===== config.mk =====
export PLATFORM = sky130hd
export DESIGN_NAME = dtem_monitor
export DESIGN_NICKNAME = d
export VERILOG_FILES = /design/src/rtl/dtem_pkg.sv /design/src/rtl/dtem_datapath.sv /design/src/rtl/dtem_ctrl.sv /design/src/rtl/dtem_monitor.sv
export SDC_FILE = /design/constraint.sdc
export NUM_CORES = 1
export LEC_CHECK = 0
export ABC_CLOCK_PERIOD_IN_PS = 4450
export CORE_ASPECT_RATIO = 1.1
export CORE_UTILIZATION = 41
export CTS_BUF_LIST = sky130_fd_sc_hd__clkbuf_4 sky130_fd_sc_hd__clkbuf_8 sky130_fd_sc_hd__clkbuf_16
export CTS_CLUSTER_DIAMETER = 30
export DETAILED_ROUTE_END_ITERATION = 10
export PLACE_DENSITY = 0.72
export SYNTH_ARGS = -nofsm -noshare
export SYNTH_HDL_FRONTEND = slang
export SYNTH_HIERARCHICAL = 1
export SYNTH_SLANG_ARGS = --single-unit

===== constraint.sdc =====
create_clock -name clk -period 4.45 [get_ports clk]
set_clock_uncertainty 0.15 [all_clocks]
set_input_delay 0.89 -clock clk [delete_from_list [all_inputs] [get_ports clk]]
set_output_delay 0.89 -clock clk [all_outputs]
set_load 0.02 [all_outputs]

===== src/rtl/dtem_pkg.sv =====
package dtem_pkg;

  // Per-slot command from control to the shared counter in the datapath
  typedef struct packed {
    logic clr;
    logic inc;
  } slotStrobe_t;

  typedef enum logic [1:0] {
    SLOT_IDLE = 2'd0,
    SLOT_PEND = 2'd1,
    SLOT_WAIT = 2'd2
  } slotState_t;

  // Status bit positions; condDisable uses the same indices
  localparam int COND_TIMEOUT = 0;
  localparam int COND_RD      = 1;
  localparam int COND_WR      = 2;
  localparam int NUM_COND     = 3;

endpackage


===== src/rtl/dtem_datapath.sv =====
module dtem_datapath
  import dtem_pkg::*;
#(
  parameter int NUM_SLOTS     = 4,
  parameter int RETRY_W       = 24,
  parameter int TIMEOUT_LIMIT = 32768,
  parameter int ADDR_W        = 8,
  parameter int REG_W         = 16,
  parameter logic [ADDR_W-1:0] STATUS_ADDR = 8'hD0
) (
  input  logic                          clk,
  input  logic                          rstN,
  input  slotStrobe_t [NUM_SLOTS-1:0]   strobe,
  input  logic [NUM_COND-1:0]           statusSet,
  input  logic                          regWrEn,
  input  logic [ADDR_W-1:0]             regAddr,
  input  logic [REG_W-1:0]              regWrData,
  output logic [NUM_SLOTS-1:0]          retryFull,
  output logic [NUM_SLOTS-1:0]          timerDone,
  output logic [REG_W-1:0]              regRdData
);

  localparam int TIMER_W = (TIMEOUT_LIMIT > 1) ? $clog2(TIMEOUT_LIMIT) : 1;
  localparam int CNT_W   = (RETRY_W > TIMER_W) ? RETRY_W : TIMER_W;
  localparam logic [CNT_W-1:0] RETRY_MAX  = CNT_W'((64'd1 << RETRY_W) - 64'd1);
  localparam logic [CNT_W-1:0] TIMER_LAST = CNT_W'(TIMEOUT_LIMIT - 1);
  localparam logic [REG_W-1:0] VALID_MASK = REG_W'((1 << NUM_COND) - 1);

  // One counter per slot, reused for retries (pending) and wait cycles (waiting)
  for (genvar s = 0; s < NUM_SLOTS; s++) begin : gSlotCnt
    logic [CNT_W-1:0] cntQ;

    always_ff @(posedge clk or negedge rstN) begin
      if (!rstN) begin
        cntQ <= '0;
      end else if (strobe[s].clr) begin
        cntQ <= '0;
      end else if (strobe[s].inc) begin
        cntQ <= cntQ + CNT_W'(1);
      end
    end

    assign retryFull[s] = (cntQ == RETRY_MAX);
    assign timerDone[s] = (cntQ == TIMER_LAST);
  end

  // Status register, write-one-to-clear, hardware set has priority
  logic             wrHit;
  logic [REG_W-1:0] clrMask;
  logic [REG_W-1:0] setExt;
  logic [REG_W-1:0] statusQ;

  assign wrHit   = regWrEn && (regAddr == STATUS_ADDR);
  assign clrMask = wrHit ? regWrData : '0;
  assign setExt  = REG_W'(statusSet);

  always_ff @(posedge clk or negedge rstN) begin
    if (!rstN) begin
      statusQ <= '0;
    end else begin
      statusQ <= ((statusQ & ~clrMask) | setExt) & VALID_MASK;
    end
  end

  assign regRdData = (regAddr == STATUS_ADDR) ? statusQ : '0;


  set_wins_chk: assert property (@(posedge clk) disable iff (!rstN)
    (statusQ & $past(setExt)) == $past(setExt));


  w1c_chk: assert property (@(posedge clk) disable iff (!rstN)
    (statusQ & $past(clrMask & ~setExt)) == '0);


  upper_zero_chk: assert property (@(posedge clk) disable iff (!rstN)
    (statusQ & ~VALID_MASK) == '0);

endmodule


===== src/rtl/dtem_ctrl.sv =====
module dtem_ctrl
  import dtem_pkg::*;
#(
  parameter int NUM_SLOTS = 4
) (
  input  logic                          clk,
  input  logic                          rstN,
  input  logic [NUM_SLOTS-1:0]          startReq,
  input  logic [NUM_SLOTS-1:0]          startWrite,
  input  logic [NUM_SLOTS-1:0]          retryHit,
  input  logic [NUM_SLOTS-1:0]          reqDone,
  input  logic [NUM_SLOTS-1:0]          collect,
  input  logic                          retryCntEn,
  input  logic                          serrEnable,
  input  logic [NUM_COND-1:0]           condDisable,
  input  logic [NUM_SLOTS-1:0]          retryFull,
  input  logic [NUM_SLOTS-1:0]          timerDone,
  output slotStrobe_t [NUM_SLOTS-1:0]   strobe,
  output logic [NUM_COND-1:0]           statusSet,
  output logic [NUM_SLOTS-1:0]          discardReq,
  output logic [NUM_SLOTS-1:0]          discardCpl,
  output logic                          serrPulse
);

  logic [NUM_SLOTS-1:0] retryFire;
  logic [NUM_SLOTS-1:0] toFire;
  logic [NUM_SLOTS-1:0] isWrite;

  for (genvar s = 0; s < NUM_SLOTS; s++) begin : gSlot
    slotState_t stQ;
    logic       isWrQ;
    logic       inIdle, inPend, inWait, retryCount;

    assign inIdle     = (stQ == SLOT_IDLE);
    assign inPend     = (stQ == SLOT_PEND);
    assign inWait     = (stQ == SLOT_WAIT);
    // completion takes precedence over a retry in the same cycle
    assign retryCount = inPend && !reqDone[s] && retryHit[s] && retryCntEn;
    assign retryFire[s] = retryCount && retryFull[s];
    assign toFire[s]    = inWait && !collect[s] && timerDone[s];
    assign isWrite[s]   = isWrQ;

    assign strobe[s].clr = (inIdle && startReq[s]) || (inPend && reqDone[s]);
    assign strobe[s].inc = (retryCount && !retryFull[s]) ||
                           (inWait && !collect[s] && !timerDone[s]);

    always_ff @(posedge clk or negedge rstN) begin
      if (!rstN) begin
        stQ   <= SLOT_IDLE;
        isWrQ <= 1'b0;
      end else begin
        unique case (stQ)
          SLOT_IDLE: if (startReq[s]) begin
            stQ   <= SLOT_PEND;
            isWrQ <= startWrite[s];
          end
          SLOT_PEND: begin
            if (reqDone[s])        stQ <= SLOT_WAIT;
            else if (retryFire[s]) stQ <= SLOT_IDLE;
          end
          SLOT_WAIT: if (collect[s] || toFire[s]) stQ <= SLOT_IDLE;
          default: stQ <= SLOT_IDLE;
        endcase
      end
    end


    discard_single_chk: assert property (@(posedge clk) disable iff (!rstN)
      discardReq[s] |=> !discardReq[s]);


    cpl_limit_chk: assert property (@(posedge clk) disable iff (!rstN)
      discardCpl[s] |-> $past(timerDone[s]) && !$past(collect[s]));
  end

  always_comb begin
    statusSet = '0;
    statusSet[COND_TIMEOUT] = |toFire;
    statusSet[COND_RD]      = |(retryFire & ~isWrite);
    statusSet[COND_WR]      = |(retryFire & isWrite);
  end

  always_ff @(posedge clk or negedge rstN) begin
    if (!rstN) begin
      discardReq <= '0;
      discardCpl <= '0;
      serrPulse  <= 1'b0;
    end else begin
      discardReq <= retryFire;
      discardCpl <= toFire;
      serrPulse  <= serrEnable && |(statusSet & ~condDisable);
    end
  end


  serr_gate_chk: assert property (@(posedge clk) disable iff (!rstN)
    serrPulse |-> $past(serrEnable) && (|discardReq || |discardCpl));


  retry_gate_chk: assert property (@(posedge clk) disable iff (!rstN)
    |discardReq |-> $past(retryCntEn));

endmodule


===== src/rtl/dtem_monitor.sv =====
module dtem_monitor
  import dtem_pkg::*;
#(
  parameter int NUM_SLOTS     = 4,
  parameter int RETRY_W       = 24,
  parameter int TIMEOUT_LIMIT = 32768,
  parameter int ADDR_W        = 8,
  parameter logic [ADDR_W-1:0] STATUS_ADDR = 8'hD0
) (
  input  logic                  clk,
  input  logic                  rstN,
  input  logic [NUM_SLOTS-1:0]  startReq,
  input  logic [NUM_SLOTS-1:0]  startWrite,
  input  logic [NUM_SLOTS-1:0]  retryHit,
  input  logic [NUM_SLOTS-1:0]  reqDone,
  input  logic [NUM_SLOTS-1:0]  collect,
  input  logic                  retryCntEn,
  input  logic                  serrEnable,
  input  logic [2:0]            condDisable,
  input  logic                  regWrEn,
  input  logic [ADDR_W-1:0]     regAddr,
  input  logic [15:0]           regWrData,
  output logic [15:0]           regRdData,
  output logic [NUM_SLOTS-1:0]  discardReq,
  output logic [NUM_SLOTS-1:0]  discardCpl,
  output logic                  serrPulse
);

  slotStrobe_t [NUM_SLOTS-1:0] strobe;
  logic [NUM_COND-1:0]         statusSet;
  logic [NUM_SLOTS-1:0]        retryFull;
  logic [NUM_SLOTS-1:0]        timerDone;

  dtem_ctrl #(
    .NUM_SLOTS (NUM_SLOTS)
  ) ctrl (
    .clk         (clk),
    .rstN        (rstN),
    .startReq    (startReq),
    .startWrite  (startWrite),
    .retryHit    (retryHit),
    .reqDone     (reqDone),
    .collect     (collect),
    .retryCntEn  (retryCntEn),
    .serrEnable  (serrEnable),
    .condDisable (condDisable),
    .retryFull   (retryFull),
    .timerDone   (timerDone),
    .strobe      (strobe),
    .statusSet   (statusSet),
    .discardReq  (discardReq),
    .discardCpl  (discardCpl),
    .serrPulse   (serrPulse)
  );

  dtem_datapath #(
    .NUM_SLOTS     (NUM_SLOTS),
    .RETRY_W       (RETRY_W),
    .TIMEOUT_LIMIT (TIMEOUT_LIMIT),
    .ADDR_W        (ADDR_W),
    .REG_W         (16),
    .STATUS_ADDR   (STATUS_ADDR)
  ) dp (
    .clk       (clk),
    .rstN      (rstN),
    .strobe    (strobe),
    .statusSet (statusSet),
    .regWrEn   (regWrEn),
    .regAddr   (regAddr),
    .regWrData (regWrData),
    .retryFull (retryFull),
    .timerDone (timerDone),
    .regRdData (regRdData)
  );

endmodule


Word level (Yosys, flattened, before mapping)
Index checks and enable logic that the tools add are counted.
{"block": "word_totals", "register_bits": 120, "out_inout_bits": 25}
{"block": "op_classes", "addsub": 4, "n_eq_ne": 29, "n_mux": 30, "bitwise_logic": 8, "reduce_logical": 90}
{"cell": "24-bit two-way mux", "n": 8}
{"cell": "24-bit by 1-bit adder with 24-bit output, second input constant", "n": 4}
{"cell": "24-bit by 15-bit == test with 1-bit output, second input constant", "n": 4}
{"cell": "24-bit == test, second input constant", "n": 4}
{"cell": "1-bit logical AND", "n": 42}
{"cell": "2-bit two-way mux", "n": 16}
{"cell": "2-bit one-hot mux with 3 select lines", "n": 4}
{"cell": "1-bit zero test", "n": 16}
{"cell": "2-bit != test, second input constant", "n": 8}
{"cell": "1-bit logical OR", "n": 12}
{"cell": "3-bit by 2-bit != test with 1-bit output, second input constant", "n": 4}
{"cell": "3-bit AND reduction", "n": 4}
{"cell": "4-bit OR reduction", "n": 3}
{"cell": "4-bit AND", "n": 2}
{"cell": "2-bit by 1-bit == test with 1-bit output, second input constant", "n": 4}
{"cell": "2-bit == test, second input constant", "n": 4}
{"cell": "8-bit == test, second input constant", "n": 1}
{"cell": "2-bit zero test", "n": 4}
{"cell": "2-bit AND reduction", "n": 4}
{"cell": "2-bit nonzero test", "n": 4}
{"cell": "3-bit AND", "n": 2}
{"cell": "3-bit two-way mux", "n": 2}
{"cell": "3-bit NOT", "n": 2}
{"cell": "4-bit NOT", "n": 1}
{"cell": "other kinds (2)", "n": 2}

Logic depth before layout (Yosys ltp)
Gate-level depths: netlist of the first run.
{"block": "logic_depth", "depth_word": 10, "ltp_mapped": 12}

Modules after synthesis
The synthesis of the first run kept the hierarchy.
{"mod": "dtem_datapath", "instances": 1, "cells_each": 581, "area_per_inst_um2": 5381.4, "seq_area_each_um2": 2477.4}
{"mod": "dtem_ctrl", "instances": 1, "cells_each": 104, "area_per_inst_um2": 1074.8, "seq_area_each_um2": 525.5}

Worst setup path after synthesis of the first run
Ideal clock, no wire load.
{"block": "synth_path", "path_type": "register to register", "from": "register dp.gSlotCnt[1].cntQ[0]", "to": "register dp.gSlotCnt[1].cntQ[21]", "setup_ps": 78, "arrival_ps": 3075, "t_required_ps": 4222, "path_slack_ps": 1147, "stages_incl_launch_ff": 13, "cell_sequence": "dfrtp_1 -> ha_1 -> nand4_1 -> nor3_1 -> and3_1 -> or4b_1 -> o21ai_0 -> buf_2 -> o211ai_1 -> or4_1 -> buf_2 -> or4_1 -> a21oi_1"}
{"element": "start, declared", "line": "dtem_datapath.sv:31", "text": "logic [CNT_W-1:0] cntQ;"}
{"element": "start signal, assigned", "line": "dtem_datapath.sv:39", "text": "cntQ <= cntQ + CNT_W'(1);"}

Final worst setup path of the first run
{"block": "layout_path", "from": "input regAddr[1]", "to": "output regRdData[2]"}
{"block": "layout_via", "elab_chain_cells": 2}
{"element": "start, declared", "line": "dtem_monitor.sv:21", "text": "input logic [ADDR_W-1:0] regAddr,"}
{"element": "8-bit == test", "line": "dtem_datapath.sv:65", "text": "assign regRdData = (regAddr == STATUS_ADDR) ? statusQ : '0;"}
{"element": "3-bit two-way mux", "line": "dtem_datapath.sv:65"}
{"element": "end, declared", "line": "dtem_monitor.sv:23", "text": "output logic [15:0] regRdData,"}
Every way passes these cells.

==> metrics.md, run 1 <==
| Metric | Value |
|---|---|
| Status | `complete, no violations` |
| Post-CTS Setup Inserts | `0` |
| Remaining DRCs | `0` |
| FF-to-FF Start | `dp/gSlotCnt[1].cntQ[0]` |
| Commonest non-fill, non-tap cell in the layout | `dfrtp_1` |
| Comb pwr share | `15.5%` |
| R2R setup slack | `0.94 ns` |
| CTS root buffer | `clkbuf_16` |
| FF-to-FF End | `dp/gSlotCnt[1].cntQ[21]` |
| Worst slew pin tran | `0.808 ns` |
| Switching share of total power | `27.8%` |
| Row count | `47` |
| Number of synthesized flops with an enable pin | `0` |
| Vias post-DR | `5303` |
| Clock Sink Count | `120` |
| Slew Viols, Final | `0` |
| Starting density of the core | `42.4%` |
| Global-route wire length before repair | `24.2 mm` |
| Number of port buffers | `50` |
| Final setup viols | `0` |
| CTS H-tree depth | `4` |
| Setup ws final | `0.594 ns` |
| Final Net Count | `792` |
| RSZ-0062 raised after global routing | `false` |
| Slew HR | `46.2%` |
| Layout area overhead | `19.7%` |
| CP Launch Type | `primary input` |
| Syn Std Cell Area | `6460 µm²` |
| Slowest CP cell | `clkdlybuf4s50_1` |
| Placed Area | `7130 µm²` |
| Mux contribution to synthesized area | `1.67%` |
| TritonRoute pass-1 iters | `6` |
| Crit end category | `output pin` |
| Fmax | `259 MHz` |
| CTS tree | `yes` |
| Grt ovf | `0` |
| Post-synthesis simple-gate area fraction | `30.0%` |
| Max-Cap Viols | `0` |
| Sequential power share | `40.1%` |
| Initial drt markers | `421` |
| Die Span Y | `134 µm` |
| Hold path start | `dp/statusQ[2]` |
| Net switching power figure | `0.876 mW` |
| Antenna violations before repair | `0` |
| Power density over cell area | `407 nW/µm²` |
| Drt via density | `5.61` |
| VDD IR max | `0.281 mV` |
| Final setup TNS | `0 ns` |
| Hold Fails Final Rpt | `0` |
| Clock latency at the later pin of the worst-skew pair | `0.42 ns` |
| # hold bufs at CTS | `0` |
| Post-synthesis cell type count | `57` |
| Internal | `2.27 mW` |
| Final Cell Area | `7730 µm²` |
| Period utilization | `86.7%` |
| Post_cts resized | `0` |
| Routed wire length | `14.2 mm` |
| Post-Synth XOR/XNOR Area | `6.38%` |
| Clock Pin Slew Worst Setup and Hold Paths | `0.05 ns` |
| Syn Area/Cell | `9.43 µm²` |
| Yosys top cell by area | `dfrtp_1` |
| Setup CP Type | `in2out` |
| Antenna diode count | `0` |
| CP max stage delay | `0.60 ns` |
| DP HPWL | `9.70 mm` |
| Chip width | `122 µm` |
| Register area share after synthesis | `46.5%` |
| Hold Path Sink | `dp/statusQ[2]` |
| WHS Path Cells | `1` |
| Synth Register Bits | `120` |
| Top cell type's share of synthesized area | `46.5%` |
| Core ar. | `15200 µm²` |
| Area taken by multi-input logic gates | `3230 µm²` |
| Vias in the first global route | `5005` |
| Final ANT Viol Nets | `0` |
| Ys flop type | `dfrtp_1` |
| Clock share of power | `44.4%` |
| Ys Warns | `6` |
| Mapped Cells | `685` |
| Req. time, crit path | `3.41 ns` |
| Gp weighted congestion | `0.795` |
| CP Cell Sequence | `clkdlybuf4s50_1 -> or4_1 -> nor2_1 -> and2_1 -> clkdlybuf4s50_1` |
| Hold WC Path Type | `reg2reg` |
| Hold slack | `0.314 ns` |
| I/O Pins | `77` |
| CP dominant cell by count | `clkdlybuf4s50_1` |
| Maximum fanout along the worst path | `6` |
| WL/cell | `15.0 µm` |
| Asr flop ratio synth | `100%` |
| CTS Buf Count | `17` |
| Share of cells above drive strength 1 | `8.81%` |
| Place WS | `0.526 ns` |
| Top cells by area, synth | `dfrtp_1, a21oi_1, nor2_1, xnor2_1, nand3_1` |
| WP buf/inv | `2` |
| Leakage power | `3.17 nW` |
| Sequential cell area | `3000 µm²` |
| Largest net degree at the start of global routing | `62` |
| Overall routing resource usage | `19.1%` |
| Reg2Reg Depth | `10` |
| Fill cells | `1441` |
| Die area | `16300 µm²` |
| Largest family of logic cells by synthesized area | `simple AND/OR/NAND/NOR gates` |
| Most frequent cells in the layout | `dfrtp_1, nor2_1, clkdlybuf4s50_1, a21oi_1, nand2_1` |
| Clock buffer depth | `2` |
| Synth Area in Compound Gates | `10.4%` |
| WP data arrival | `2.82 ns` |
| Adder-Cell Fraction of Synth Area | `0.775%` |
| Min Tclk post-route | `3.86 ns` |
| Crit-path leading delay family | `buffers and inverters` |
==> metrics by stage <==
step                      power [mW]  instances  util [%]
after floorplan                 1.60        697         -
after global placement          1.76        913      46.8
after detailed placement        1.77        913      46.8
after CTS                       3.18        945      50.7
after global routing            3.30        945      50.7
final                           3.15        945      50.7
==> synth_stat cells (all sizes together), types with 14 or more instances <==
master    n
nor4     21
and3     14
xor2     20
or4      23
buf      22
or3      26
o21ai    31
nor2     65
dfrtp   120
inv      19
a21oi    49
nand2    39
xnor2    27
clkbuf   17
nand3    38
nand4    30
nor3     18
==> worst register-to-register path, cell delays in order, from the launching register on <==
cell and delay [ns]:
dfrtp_1 0.41, ha_1 0.25, nand4_1 0.19, nor3_1 0.11
and3_1 0.17, or4b_1 0.49, o21ai_0 0.13, o211ai_1 0.22
or4_1 0.66, or4_1 0.51, a21oi_1 0.15
==> flip-flops by register name, summed over array words and instances, names as in the netlist <==
signal	flops
ctrl/discardReq	4
ctrl/gSlot.stQ	8
ctrl/gSlot.isWrQ	4
dp/gSlotCnt.cntQ	96
ctrl/serrPulse	1
ctrl/discardCpl	4
dp/statusQ	3
==> cell type report <==
class	count	area share (%)
Multi-Input combinational cell	519	41.8
Sequential cell	120	38.9
Timing Repair Buffer	59	7.48
Clock buffer	22	6.15
Tap cell	196	3.17
Clock inverter	10	1.62
Inverter	19	0.923
==> power groups by stage <==
stage / Combinational, mW / Clock [mW] / Sequential, mW
6_report: 0.489 / 1.40 / 1.26
5_1_grt: 0.553 / 1.47 / 1.27
4_1_cts: 0.495 / 1.42 / 1.26
3_5_place_dp: 0.493 / 0 / 1.28
3_3_place_gp: 0.483 / 0 / 1.27
2_1_floorplan: 0.358 / 0 / 1.25
==> layer usage <==
metal | global-route usage, % | part of all wire, % | up-vias
met2 | 30.3 | 48 | 123
li1 | - | - | 2610
met1 | 25.0 | 46 | 2556
met5 | 0 | 0 | -
met4 | 7.06 | 1.2 | 0
met3 | 4.88 | 4.7 | 14
==> logic make-up after synthesis <==
group / count (synthesis)
AO/OA/AOI/OAI: 113
XOR/XNOR: 47
adder cells (fa/ha/maj): 4
buffers and inverters: 58
flip-flops: 120
multiplexers: 10
other: 1
AND/OR/NAND/NOR: 332
==> worst max path at each step <==
stage,to,start,cells past startpoint
after floorplan,dp/gSlotCnt[1].cntQ[21],dp/gSlotCnt[1].cntQ[0],12
after global placement,regRdData[2],regAddr[1],5
after detailed placement,dp/gSlotCnt[0].cntQ[19],retryCntEn,7
after CTS,regRdData[2],regAddr[1],5
after global routing,regRdData[1],regAddr[1],5
final,regRdData[2],regAddr[1],5
Power figures use the tool's default switching activity.
==> run 2: changes to the inputs <==
- CTS_BUF_LIST: sky130_fd_sc_hd__clkbuf_4 sky130_fd_sc_hd__clkbuf_8 sky130_fd_sc_hd__clkbuf_16 -> not set
- GPL_ROUTABILITY_DRIVEN: not set -> 0
==> metrics.md, run 2 (synthesized netlist as in run 1, its figures left out) <==
| Metric | Value |
|---|---|
| Status | `complete, no violations` |
| Post_cts resized | `0` |
| Global-route wire length before repair | `24.3 mm` |
| Req. time, crit path | `3.41 ns` |
| Largest regs | `dp/gSlotCnt.cntQ: 96 flops, ctrl/gSlot.stQ: 8 flops` |
| RSZ-0062 raised after global routing | `false` |
| Clock buffer depth | `2` |
| Routed wire length | `14.1 mm` |
| Antenna violations before repair | `0` |
| Period utilization | `86.7%` |
| CTS root buffer | `clkbuf_16` |
| Core ar. | `15200 µm²` |
| Crit end category | `output pin` |
| Vias in the first global route | `5029` |
| Layout area overhead | `19.5%` |
| Initial drt markers | `441` |
| CTS Buf Count | `17` |
| Hold Fails Final Rpt | `0` |
| Slew HR | `46.3%` |
| Largest reg by FF count | `dp/gSlotCnt.cntQ` |
| Clock Pin Slew Worst Setup and Hold Paths | `0.05 ns` |
| Remaining DRCs | `0` |
| Antenna diode count | `0` |
| Max-Cap Viols | `0` |
| Reg2Reg Depth | `10` |
| R2R setup slack | `0.94 ns` |
| VDD IR max | `0.281 mV` |
| Chip width | `122 µm` |
| Fmax | `259 MHz` |
| Worst slew pin tran | `0.806 ns` |
| Largest net degree at the start of global routing | `62` |
| Fill cells | `1442` |
| Hold Path Sink | `dp/statusQ[2]` |
| Post-CTS Setup Inserts | `0` |
| Number of flip-flops in the largest register | `96` |
| Final setup viols | `0` |
| Row count | `47` |
| Clock latency at the later pin of the worst-skew pair | `0.42 ns` |
| Final setup TNS | `0 ns` |
| Number of port buffers | `50` |
| Tot Pwr | `3.12 mW` |
| CTS tree | `yes` |
| Final ANT Viol Nets | `0` |
| Grt ovf | `0` |
| Most frequent cells in the layout | `dfrtp_1, nor2_1, clkdlybuf4s50_1, a21oi_1, nand2_1` |
| Hold path start | `dp/statusQ[2]` |
| WHS Path Cells | `1` |
| FF-to-FF Start | `dp/gSlotCnt[1].cntQ[0]` |
| Vias post-DR | `5292` |
| TritonRoute pass-1 iters | `7` |
| Power density over cell area | `405 nW/µm²` |
| Setup CP Type | `in2out` |
| Slew Viols, Final | `0` |
| FF-to-FF End | `dp/gSlotCnt[1].cntQ[21]` |
| # hold bufs at CTS | `0` |
| WP data arrival | `2.82 ns` |
| WL/cell | `15.0 µm` |
| Clock Sink Count | `120` |
| Min Tclk post-route | `3.86 ns` |
| Share of cells above drive strength 1 | `8.41%` |
| Final Net Count | `792` |
| Starting density of the core | `42.4%` |
| Overall routing resource usage | `19.2%` |
| I/O Pins | `77` |
| Die area | `16300 µm²` |
| Die Span Y | `134 µm` |
| Drt via density | `5.60` |
| Hold WC Path Type | `reg2reg` |
| Leakage power | `3.16 nW` |
| Commonest non-fill, non-tap cell in the layout | `dfrtp_1` |
| CTS H-tree depth | `4` |
| DP HPWL | `9.70 mm` |
| CP Launch Type | `primary input` |
| Maximum fanout along the worst path | `6` |
[run 2: critical path, cell delays in order]
cell,delay (ns)
clkdlybuf4s50_1,0.39
or4_1,0.51
nor2_1,0.26
and2_1,0.17
clkdlybuf4s50_1,0.60
[run 2: how the worst max path moves through the flow]
stage                                start                 endpoint  cells past startpoint
floorplan           dp/gSlotCnt[1].cntQ[0]  dp/gSlotCnt[1].cntQ[21]                     12
global placement                regAddr[1]             regRdData[2]                      5
global route                    regAddr[1]             regRdData[1]                      5
CTS                             regAddr[1]             regRdData[2]                      5
detailed placement              retryCntEn  dp/gSlotCnt[0].cntQ[19]                      7
finish                          regAddr[1]             regRdData[2]                      5
[run 2: per-layer routing]
layer / up-vias / wire length (µm) / GRT usage [%]
met5: - / 0 / 0
met4: 0 / 177 / 7.13
met3: 16 / 682 / 4.88
met2: 126 / 6740 / 30.4
met1: 2536 / 6540 / 25.1
li1: 2614 / - / -
[run 2: cell type report]
cell class / count / area [µm²] / share of cell area [%]
Multi-Input combinational cell: 519 / 3230 / 41.9
Sequential cell: 120 / 3000 / 38.9
Timing Repair Buffer: 59 / 578 / 7.49
Clock buffer: 22 / 464 / 6.01
Tap cell: 196 / 245 / 3.18
Clock inverter: 10 / 125 / 1.62
Inverter: 19 / 71.3 / 0.924
[run 2: through the flow]
stage / cells / setup WS [ns] / hold WS, ns / area (µm²) / util (%)
after floorplan: 697 / 1.15 / 0.291 / 6500 / -
after global placement: 913 / 0.581 / 0.302 / 7130 / 46.8
after detailed placement: 913 / 0.526 / 0.309 / 7130 / 46.8
after CTS: 945 / 0.577 / 0.320 / 7720 / 50.7
after global routing: 945 / 0.502 / 0.329 / 7720 / 50.7
final: 945 / 0.594 / 0.314 / 7720 / 50.7
[run 2: power breakdown]
part | internal, mW | switching (mW)
Combinational | 0.183 | 0.304
Clock | 0.902 | 0.475
Sequential | 1.17 | 0.0931
